[src/rtl/ttag_pkg.sv]
package ttag_pkg;
   localparam int CODE_W   = 3;
   localparam int NUM_RES  = 6;
   localparam int DIV_W    = NUM_RES;
   localparam logic [CODE_W-1:0] CODE_EXT = 3'd6;
   localparam logic [CODE_W-1:0] CODE_OFF = 3'd7;

   // microseconds between advances minus one, for prescaled codes
   function automatic logic [DIV_W-1:0] div_limit(input logic [CODE_W-1:0] c);
      int span;
      span = 2 << c;
      return DIV_W'(span - 1);
   endfunction
endpackage

[src/rtl/ttag_ext_sync.sv]
module ttag_ext_sync #(
   parameter int STAGES = 2
) (
   input  logic clk,
   input  logic rst_n,
   input  logic async_in,
   output logic rise
);
   logic [STAGES:0] pipe;

   if (STAGES < 2) begin : g_bad_stages
      $error("ttag_ext_sync: STAGES must be at least 2");
   end

   for (genvar i = 0; i <= STAGES; i++) begin : g_stage
      always_ff @(posedge clk or negedge rst_n) begin
         if (!rst_n)
            pipe[i] <= 1'b0;
         else if (i == 0)
            pipe[i] <= async_in;
         else
            pipe[i] <= pipe[i-1];
      end
   end

   assign rise = pipe[STAGES-1] & ~pipe[STAGES];
endmodule

[src/rtl/ttag_prescaler.sv]
module ttag_prescaler
   import ttag_pkg::*;
#(
   parameter int CLKS_PER_US = 125
) (
   input  logic              clk,
   input  logic              rst_n,
   input  logic              restart,
   input  logic [CODE_W-1:0] code,
   output logic              step
);
   localparam int US_W = (CLKS_PER_US > 1) ? $clog2(CLKS_PER_US) : 1;
   localparam logic [US_W-1:0] US_LAST = US_W'(CLKS_PER_US - 1);

   logic [US_W-1:0]  us_cnt;
   logic [DIV_W-1:0] div_cnt;
   logic [DIV_W-1:0] lim;
   logic             us_tick;
   logic             prescaled;

   if (CLKS_PER_US < 1) begin : g_bad_rate
      $error("ttag_prescaler: CLKS_PER_US must be positive");
   end

   assign us_tick   = (us_cnt == US_LAST);
   assign prescaled = (code < CODE_W'(NUM_RES));
   assign lim       = prescaled ? div_limit(code) : '1;

   always_ff @(posedge clk or negedge rst_n) begin
      if (!rst_n) begin
         us_cnt  <= '0;
         div_cnt <= '0;
      end else if (restart) begin
         us_cnt  <= '0;
         div_cnt <= '0;
      end else begin
         us_cnt <= us_tick ? '0 : us_cnt + 1'b1;
         if (us_tick)
            div_cnt <= (div_cnt >= lim) ? '0 : div_cnt + 1'b1;
      end
   end

   assign step = prescaled && us_tick && (div_cnt >= lim);
endmodule

[src/rtl/ttag_capture.sv]
module ttag_capture #(
   parameter int W = 16
) (
   input  logic         clk,
   input  logic         rst_n,
   input  logic         evt,
   input  logic [W-1:0] val,
   output logic [W-1:0] stamp,
   output logic         valid
);
   always_ff @(posedge clk or negedge rst_n) begin
      if (!rst_n) begin
         stamp <= '0;
         valid <= 1'b0;
      end else begin
         valid <= evt;
         if (evt)
            stamp <= val;
      end
   end
endmodule

[src/rtl/ttag_counter.sv]
module ttag_counter
   import ttag_pkg::*;
#(
   parameter int CNT_W       = 16,
   parameter int CLKS_PER_US = 125,
   parameter int SYNC_STAGES = 2
) (
   input  logic             clk,
   input  logic             rst_n,
   input  logic [2:0]       res_code,
   input  logic             ext_clk,
   input  logic             wr_en,
   input  logic [CNT_W-1:0] wr_data,
   input  logic             cmd_clear,
   input  logic             cmd_step,
   input  logic             som,
   input  logic             eom,
   output logic [CNT_W-1:0] count,
   output logic [CNT_W-1:0] som_stamp,
   output logic             som_valid,
   output logic [CNT_W-1:0] eom_stamp,
   output logic             eom_valid,
   output logic             rollover
);
   logic pre_step;
   logic ext_rise;
   logic advance;
   logic restart;

   if (CNT_W < 2) begin : g_bad_width
      $error("ttag_counter: CNT_W must be at least 2");
   end

   assign restart = cmd_clear | wr_en;

   ttag_prescaler #(.CLKS_PER_US(CLKS_PER_US)) u_pre (
      .clk     (clk),
      .rst_n   (rst_n),
      .restart (restart),
      .code    (res_code),
      .step    (pre_step)
   );

   ttag_ext_sync #(.STAGES(SYNC_STAGES)) u_sync (
      .clk      (clk),
      .rst_n    (rst_n),
      .async_in (ext_clk),
      .rise     (ext_rise)
   );

   always_comb begin
      advance = cmd_step;
      if (res_code == CODE_EXT)
         advance = advance | ext_rise;
      else if (res_code != CODE_OFF)
         advance = advance | pre_step;
   end

   always_ff @(posedge clk or negedge rst_n) begin
      if (!rst_n) begin
         count    <= '0;
         rollover <= 1'b0;
      end else begin
         rollover <= 1'b0;
         if (cmd_clear)
            count <= '0;
         else if (wr_en)
            count <= wr_data;
         else if (advance) begin
            count    <= count + 1'b1;
            rollover <= &count;
         end
      end
   end

   ttag_capture #(.W(CNT_W)) u_cap_som (
      .clk   (clk),
      .rst_n (rst_n),
      .evt   (som),
      .val   (count),
      .stamp (som_stamp),
      .valid (som_valid)
   );

   ttag_capture #(.W(CNT_W)) u_cap_eom (
      .clk   (clk),
      .rst_n (rst_n),
      .evt   (eom),
      .val   (count),
      .stamp (eom_stamp),
      .valid (eom_valid)
   );
endmodule

[config.mk]
export PLATFORM = sky130hd
export DESIGN_NAME = ttag_counter
export DESIGN_NICKNAME = d
export VERILOG_FILES = /design/src/rtl/ttag_pkg.sv /design/src/rtl/ttag_ext_sync.sv /design/src/rtl/ttag_prescaler.sv /design/src/rtl/ttag_capture.sv /design/src/rtl/ttag_counter.sv
export SDC_FILE = /design/constraint.sdc
export NUM_CORES = 1
export LEC_CHECK = 0
export ABC_AREA = 1
export BUFFER_PORTS_ARGS = -buffer_cell sky130_fd_sc_hd__buf_4
export CORE_MARGIN = 1
export CORE_UTILIZATION = 58
export CTS_CLUSTER_SIZE = 30
export DETAILED_ROUTE_END_ITERATION = 12
export PLACE_DENSITY = 0.88
export SYNTH_ARGS = -nofsm -noshare
export SYNTH_HDL_FRONTEND = slang
export SYNTH_SLANG_ARGS = --single-unit
[constraint.sdc]
create_clock -name clk -period 4.9 [get_ports clk]
set_input_delay 0.735 -clock clk [delete_from_list [all_inputs] [get_ports clk]]
set_output_delay 0.735 -clock clk [all_outputs]
set_load 0.02 [all_outputs]
==> impl_metrics.json, run 1 <==
{
  "status": "completed",
  "crit_path_end_kind": "flop",
  "fp.coreArea_um2": 5570,
  "layout_commonest_cell": "nand2_1",
  "final_hold_viol_count": 0,
  "syn-num-nets": 449,
  "path_common_cell": "nand2_1",
  "routedWlPerCell_um": 14.5,
  "r2r_slack_ns": 3.05,
  "seqCellArea_um2": 1680,
  "dp_hpwl_mm": 5.78,
  "powerDensity_nw_per_um2": 334,
  "crit_required_ns": 5.14,
  "r2r-end": "count[11]",
  "hold_depth": 0,
  "die_w_um": 78.3,
  "path_class": "in -> reg",
  "final_util_pct": 75.5,
  "power.switching_uw": 419,
  "finalWirelength_mm": 8.20,
  "gp_congestion": 0.889,
  "portBuffers": 77,
  "fin_nets": 525,
  "maxCapViolCount": 0,
  "antenna_found_initial": 0,
  "insertion_delay_ns": 0.35,
  "die_h_um": 78.3,
  "finalSetupTns_ns": 0,
  "vias": 3074,
  "power.leakage_uw": 0.00207,
  "antenna_cells": 0,
  "grt_pass1_vias": 2938,
  "p_seq_share_pct": 45.1,
  "pwr-share-comb_pct": 18.1,
  "cts_setup_buffers": 0,
  "rr_worst_depth": 11,
  "max_stage_delay_ns": 0.30,
  "ys_seq_area_share_pct": 49.6,
  "io_pins": 78,
  "cts_resized": 0,
  "multi_input_area_um2": 1470,
  "grt_pass1_wl_mm": 13.7,
  "clk_path_buf_depth": 2,
  "syn_area_per_cell_um2": 8.20,
  "clockRootBuffer": "clkbuf_8",
  "critPathArrivalTime_ns": 2.96,
  "holdCritStartpoint": "u_sync.pipe[0]",
  "clkPwrFrac_pct": 36.8,
  "setup_viol": 0,
  "cp-start-kind": "input port",
  "swShare_pct": 29.8,
  "fin_crit_ns": 2.73,
  "drcViolationCount": 0,
  "grt_max_degree": 68,
  "syn_area_um2": 3380,
  "worst_slack_ns": 2.17,
  "finalMaxSlewViolations": 0,
  "rsz0062_at_grt": "false",
  "syn_inst": 412,
  "mostFrequentLayoutCells": "nand2_1 (79), buf_4 (77), nor2_1 (68)",
  "avgViaCountPerCell": 5.44,
  "overflow": 0,
  "start_util_pct": 60.6,
  "period_share_pct": 55.6,
  "intPower_uw": 985,
  "min_to": "u_sync.pipe[1]",
  "ys_types": 32,
  "cts.reportedPaths.clkPinSlew_ns": 0.07,
  "worst_r2r_startpoint": "u_pre.div_cnt[3]",
  "fill_cells": 413,
  "dr.pass1.iters": 4,
  "syn_to_final_growth_pct": 24.6,
  "rows": 27,
  "ant_nets": 0,
  "worst_pin_slew_ns": 0.838,
  "path_cells": "buf_4 > nor3_1 > inv_1 > ha_1 > inv_1 > nor2_1 > xor2_1 > ha_1 > nand2_1 > inv_1 > nand2_1 > nand3_1 > nand2_2 > nand3_4 > nand2_8 > inv_2 > nand2_1 > nand2_1",
  "critPathMaxFanout": 10,
  "numCtsBuffers": 9,
  "die_area_um2": 6130,
  "ys_seq_elements": 67,
  "relSlewSlack_pct": 44.1,
  "dp_worst_setup_slack_ns": 1.86,
  "cts_tree": "done",
  "drive_gt1_share_pct": 24.3,
  "drt_iter0_markers": 228,
  "synth_warnings": 0,
  "cts_sinks": 67,
  "ctsHoldBuffers": 0,
  "track_usage_pct": 29.3,
  "crit_start": "res_code[1]",
  "fmax_mhz": 367,
  "slowest_stage": "ha_1",
  "htree_levels": 3,
  "hold_class": "reg -> reg",
  "ir_worst_vdd_uv": 261,
  "finalClockSkew_ns": 0.0105
}
-- how the worst max path moves through the flow --
| stage | endpoint | slack [ns] | depth (start not counted) |
|---|---|---|---|
| floorplan | count[5] | 2.25 | 17 |
| global placement | count[11] | 2.01 | 18 |
| detailed placement | count[11] | 1.86 | 18 |
| CTS | count[11] | 2.19 | 18 |
| global route | count[11] | 1.93 | 18 |
| finish | count[11] | 2.17 | 18 |
-- cell usage after synthesis --
| cell | number | share of area (%) |
|---|---|---|
| nand2_1 | 79 | 8.8 |
| nor2_1 | 68 | 7.6 |
| dfrtp_1 | 67 | 50 |
| inv_1 | 42 | 4.7 |
| a21oi_1 | 37 | 5.5 |
| nand3_1 | 27 | 4.0 |
| o21ai_0 | 16 | 2.4 |
| ha_1 | 10 | 3.7 |
| xor2_1 | 8 | 2.1 |
| nand2_2 | 7 | 1.3 |
| nand4_1 | 7 | 1.3 |
| buf_1 | 5 | 0.56 |
| nor2_2 | 5 | 0.93 |
| nor3_1 | 5 | 0.74 |
| o21ai_2 | 5 | 1.3 |
| buf_2 | 4 | 0.59 |
| a31oi_1 | 2 | 0.37 |
| inv_2 | 2 | 0.22 |
| mux2_2 | 2 | 0.67 |
| o21ai_1 | 2 | 0.30 |
| a21oi_2 | 1 | 0.26 |
| buf_4 | 1 | 0.22 |
| buf_6 | 1 | 0.33 |
| clkbuf_1 | 1 | 0.11 |
| inv_4 | 1 | 0.19 |
| mux2i_1 | 1 | 0.30 |
| nand2_8 | 1 | 0.59 |
| nand3_4 | 1 | 0.52 |
| nor2_4 | 1 | 0.33 |
| o22ai_1 | 1 | 0.19 |
| or2_2 | 1 | 0.19 |
| xnor2_1 | 1 | 0.26 |
-- per-layer routing --
metal / track usage (%) / up-vias / wire, um
li1: - / 1478 / -
met1: 36.6 / 1465 / 3430
met2: 49.5 / 116 / 4100
met3: 6.40 / 15 / 526
met4: 12.0 / 0 / 143
met5: 0 / - / 0
-- cell families (layout without fill, tap and decap cells) --
family,after synthesis,in the layout,share of synthesized area (%)
buf+inv,57,138,6.89
flops,67,67,49.6
fa+ha+maj,10,10,3.70
simple gates,202,202,26.2
compound gates,64,64,10.3
mux,3,3,0.963
xor+xnor,9,9,2.33
-- sequential cells by signal, indices dropped and copies added, names as in the netlist --
name	count
u_cap_som.valid	1
u_pre.div_cnt	6
u_pre.us_cnt	7
u_sync.pipe	3
u_cap_eom.valid	1
rollover	1
count	16
u_cap_eom.stamp	16
u_cap_som.stamp	16
-- final cells by class --
class                   count  share of cell area [%]
clock inverters             7                    2.35
clock buffers               9                    2.94
inverters                  45                    4.07
well taps                  72                    2.14
repair buffers             77                    13.7
flip-flops and latches     67                    39.8
multi-input cells         288                    34.9
-- power groups by stage --
stage | logic, uW | registers [uW] | clock network (uW)
5_1_grt | 277 | 640 | 548
4_1_cts | 256 | 633 | 525
6_report | 254 | 634 | 517
2_1_floorplan | 90.3 | 685 | 0
3_5_place_dp | 254 | 643 | 0
3_3_place_gp | 246 | 642 | 0
-- per-stage QoR --
| step | power [uW] | std cells | area [um^2] | hold slack, ns |
|---|---|---|---|---|
| floorplan | 776 | 412 | 3380 | 0.331 |
| global placement | 888 | 549 | 3990 | 0.338 |
| detailed placement | 897 | 549 | 3990 | 0.338 |
| CTS | 1410 | 565 | 4210 | 0.354 |
| global route | 1460 | 565 | 4210 | 0.357 |
| finish | 1400 | 565 | 4210 | 0.351 |
-- critical path: cells and delay by family --
kind	cells	cell delay, ns
adders and majority gates	2	0.49
buffers and inverters	5	0.41
xor gates and xnor gates	1	0.16
and+or+nand+nor	10	1.17
No activity file was read; power rests on OpenSTA's default activity.
==> run 2, diff against run 1 <==
Settings changed: CORE_UTILIZATION 58 to 49, PLACE_DENSITY 0.88 to 0.8.
Clock period 4.9 ns to 2.2 ns, I/O delays scaled along.
==> impl_metrics.json, run 2 (synthesis results as in run 1) <==
{
  "track_usage_pct": 23.7,
  "final_hold_viol_count": 0,
  "finalClockSkew_ns": 0.00544,
  "grtUsageMet1_pct": 31.1,
  "max_stage_delay_ns": 0.28,
  "clockRootBuffer": "clkbuf_8",
  "numCtsBuffers": 9,
  "clk_path_buf_depth": 2,
  "antenna_found_initial": 0,
  "worst_pin_slew_ns": 0.839,
  "power.leakage_uw": 0.00215,
  "ir_worst_vdd_uv": 535,
  "routedWlPerCell_um": 14.6,
  "grt_pass1_vias": 2902,
  "grt_util_met3_pct": 3.70,
  "maxCapViolCount": 0,
  "cts_tree": "done",
  "hold_class": "in -> async",
  "finalInstanceArea_um2": 4390,
  "period_share_pct": 98.0,
  "relSlewSlack_pct": 44.1,
  "cts_sinks": 67,
  "cp-start-kind": "input port",
  "die_w_um": 85.0,
  "fin_crit_ns": 2.16,
  "slowest_stage": "ha_1",
  "path_cells": "buf_4 > buf_4 > nand3_1 > ha_2 > inv_2 > nor2_1 > xor2_1 > ha_1 > nand2_1 > nor2_1 > nand2_1 > nand3_2 > nand2_2 > nand3_4 > nand2_8 > buf_12 > o21ai_1",
  "setup_viol": 0,
  "crit_path_end_kind": "flop",
  "drive_gt1_share_pct": 27.7,
  "powerDensity_nw_per_um2": 739,
  "fin_nets": 539,
  "status": "completed",
  "die_area_um2": 7230,
  "path_class": "in -> reg",
  "fill_cells": 518,
  "crit_buf_inv": 4,
  "grt_busiest_layer": "met2",
  "finalMaxSlewViolations": 0,
  "finalSetupTns_ns": 0,
  "ctsHoldBuffers": 0,
  "layout_commonest_cell": "buf_4",
  "syn_to_final_growth_pct": 29.9,
  "r2r_slack_ns": 0.40,
  "fp.coreArea_um2": 6490,
  "hold_slack_ns": 0.0831,
  "htree_levels": 3,
  "dr.pass1.iters": 4,
  "worst_slack_ns": 0.0439,
  "critPathMaxFanout": 7,
  "overflow": 0,
  "p_total_uw": 3240,
  "drcViolationCount": 0,
  "finalWirelength_mm": 8.49,
  "fmax_mhz": 464,
  "dp_worst_setup_slack_ns": -0.354,
  "crit_required_ns": 2.43,
  "dpl_cell_area_um2": 4060,
  "critPathArrivalTime_ns": 2.38,
  "cts.reportedPaths.clkPinSlew_ns": 0.07,
  "start_util_pct": 52.0,
  "grtUsageMet2_pct": 39.1,
  "avgViaCountPerCell": 5.34,
  "antenna_cells": 0,
  "vias": 3114,
  "insertion_delay_ns": 0.34,
  "rows": 29,
  "portBuffers": 77,
  "die_h_um": 85.0,
  "gp_congestion": 0.852,
  "grt_max_degree": 68,
  "top_regs": "count (16), u_cap_eom.stamp (16), u_cap_som.stamp (16)",
  "mostFrequentLayoutCells": "buf_4 (88), nand2_1 (78), nor2_1 (68)",
  "io_pins": 78,
  "cp_top_family": "simple AND/OR/NAND/NOR gates",
  "dp_hpwl_mm": 5.97,
  "grt_pass1_wl_mm": 13.4,
  "ant_nets": 0,
  "drt_iter0_markers": 243
}
-- run 2: cell types whose count changed in the layout (fill, tap and decap cells not counted), sizes merged --
cell      change
clkinvlp      +1
clkinv        -2
bufinv        +1
buf          +14
inv           -1
-- run 2: stage by stage --
| step | std cells | util [%] |
|---|---|---|
| after global routing | 583 | 67.6 |
| after floorplan | 412 | - |
| after CTS | 578 | 66.2 |
| final | 583 | 67.6 |
| after global placement | 563 | 62.6 |
| after detailed placement | 563 | 62.6 |
-- run 2: worst paths after layout --
kind,to,from,cells after the start
worst max-delay path,count[1],res_code[0],17
worst min-delay path,u_pre.us_cnt[4],rst_n,1
worst max register to register,count[12],count[0],8
worst min register to register,u_sync.pipe[1],u_sync.pipe[0],0
max in group asynchronous,u_cap_eom.stamp[1],rst_n,1
min in group clk,u_sync.pipe[0],ext_clk,1
-- run 2: power breakdown --
part           leakage [uW]  internal (uW)  switching (uW)
Combinational       0.00119            245             351
Clock              0.000112            750             484
Sequential         0.000848           1330            88.0
Total               0.00215           2320             924
-- run 2: timing repair --
action	4_1_cts	5_1_grt
endpoints found under the setup margin	0	18
buffers inserted	0	5
resized for setup	0	14
-- run 2: routing by layer --
layer | wire length [um] | part of all wire, %
met1 | 3570 | 42
met2 | 4180 | 49
met3 | 590 | 6.9
met4 | 151 | 1.8
met5 | 0 | 0
-- run 2: cell type report --
class	instances	area, um^2	share of cell area (%)
flip-flops and latches	67	1680	38.2
multi-input cells	288	1500	34.1
repair buffers	91	703	16.0
inverters	45	176	4.02
clock buffers	9	124	2.82
clock inverters	6	114	2.59
well taps	77	96.3	2.20
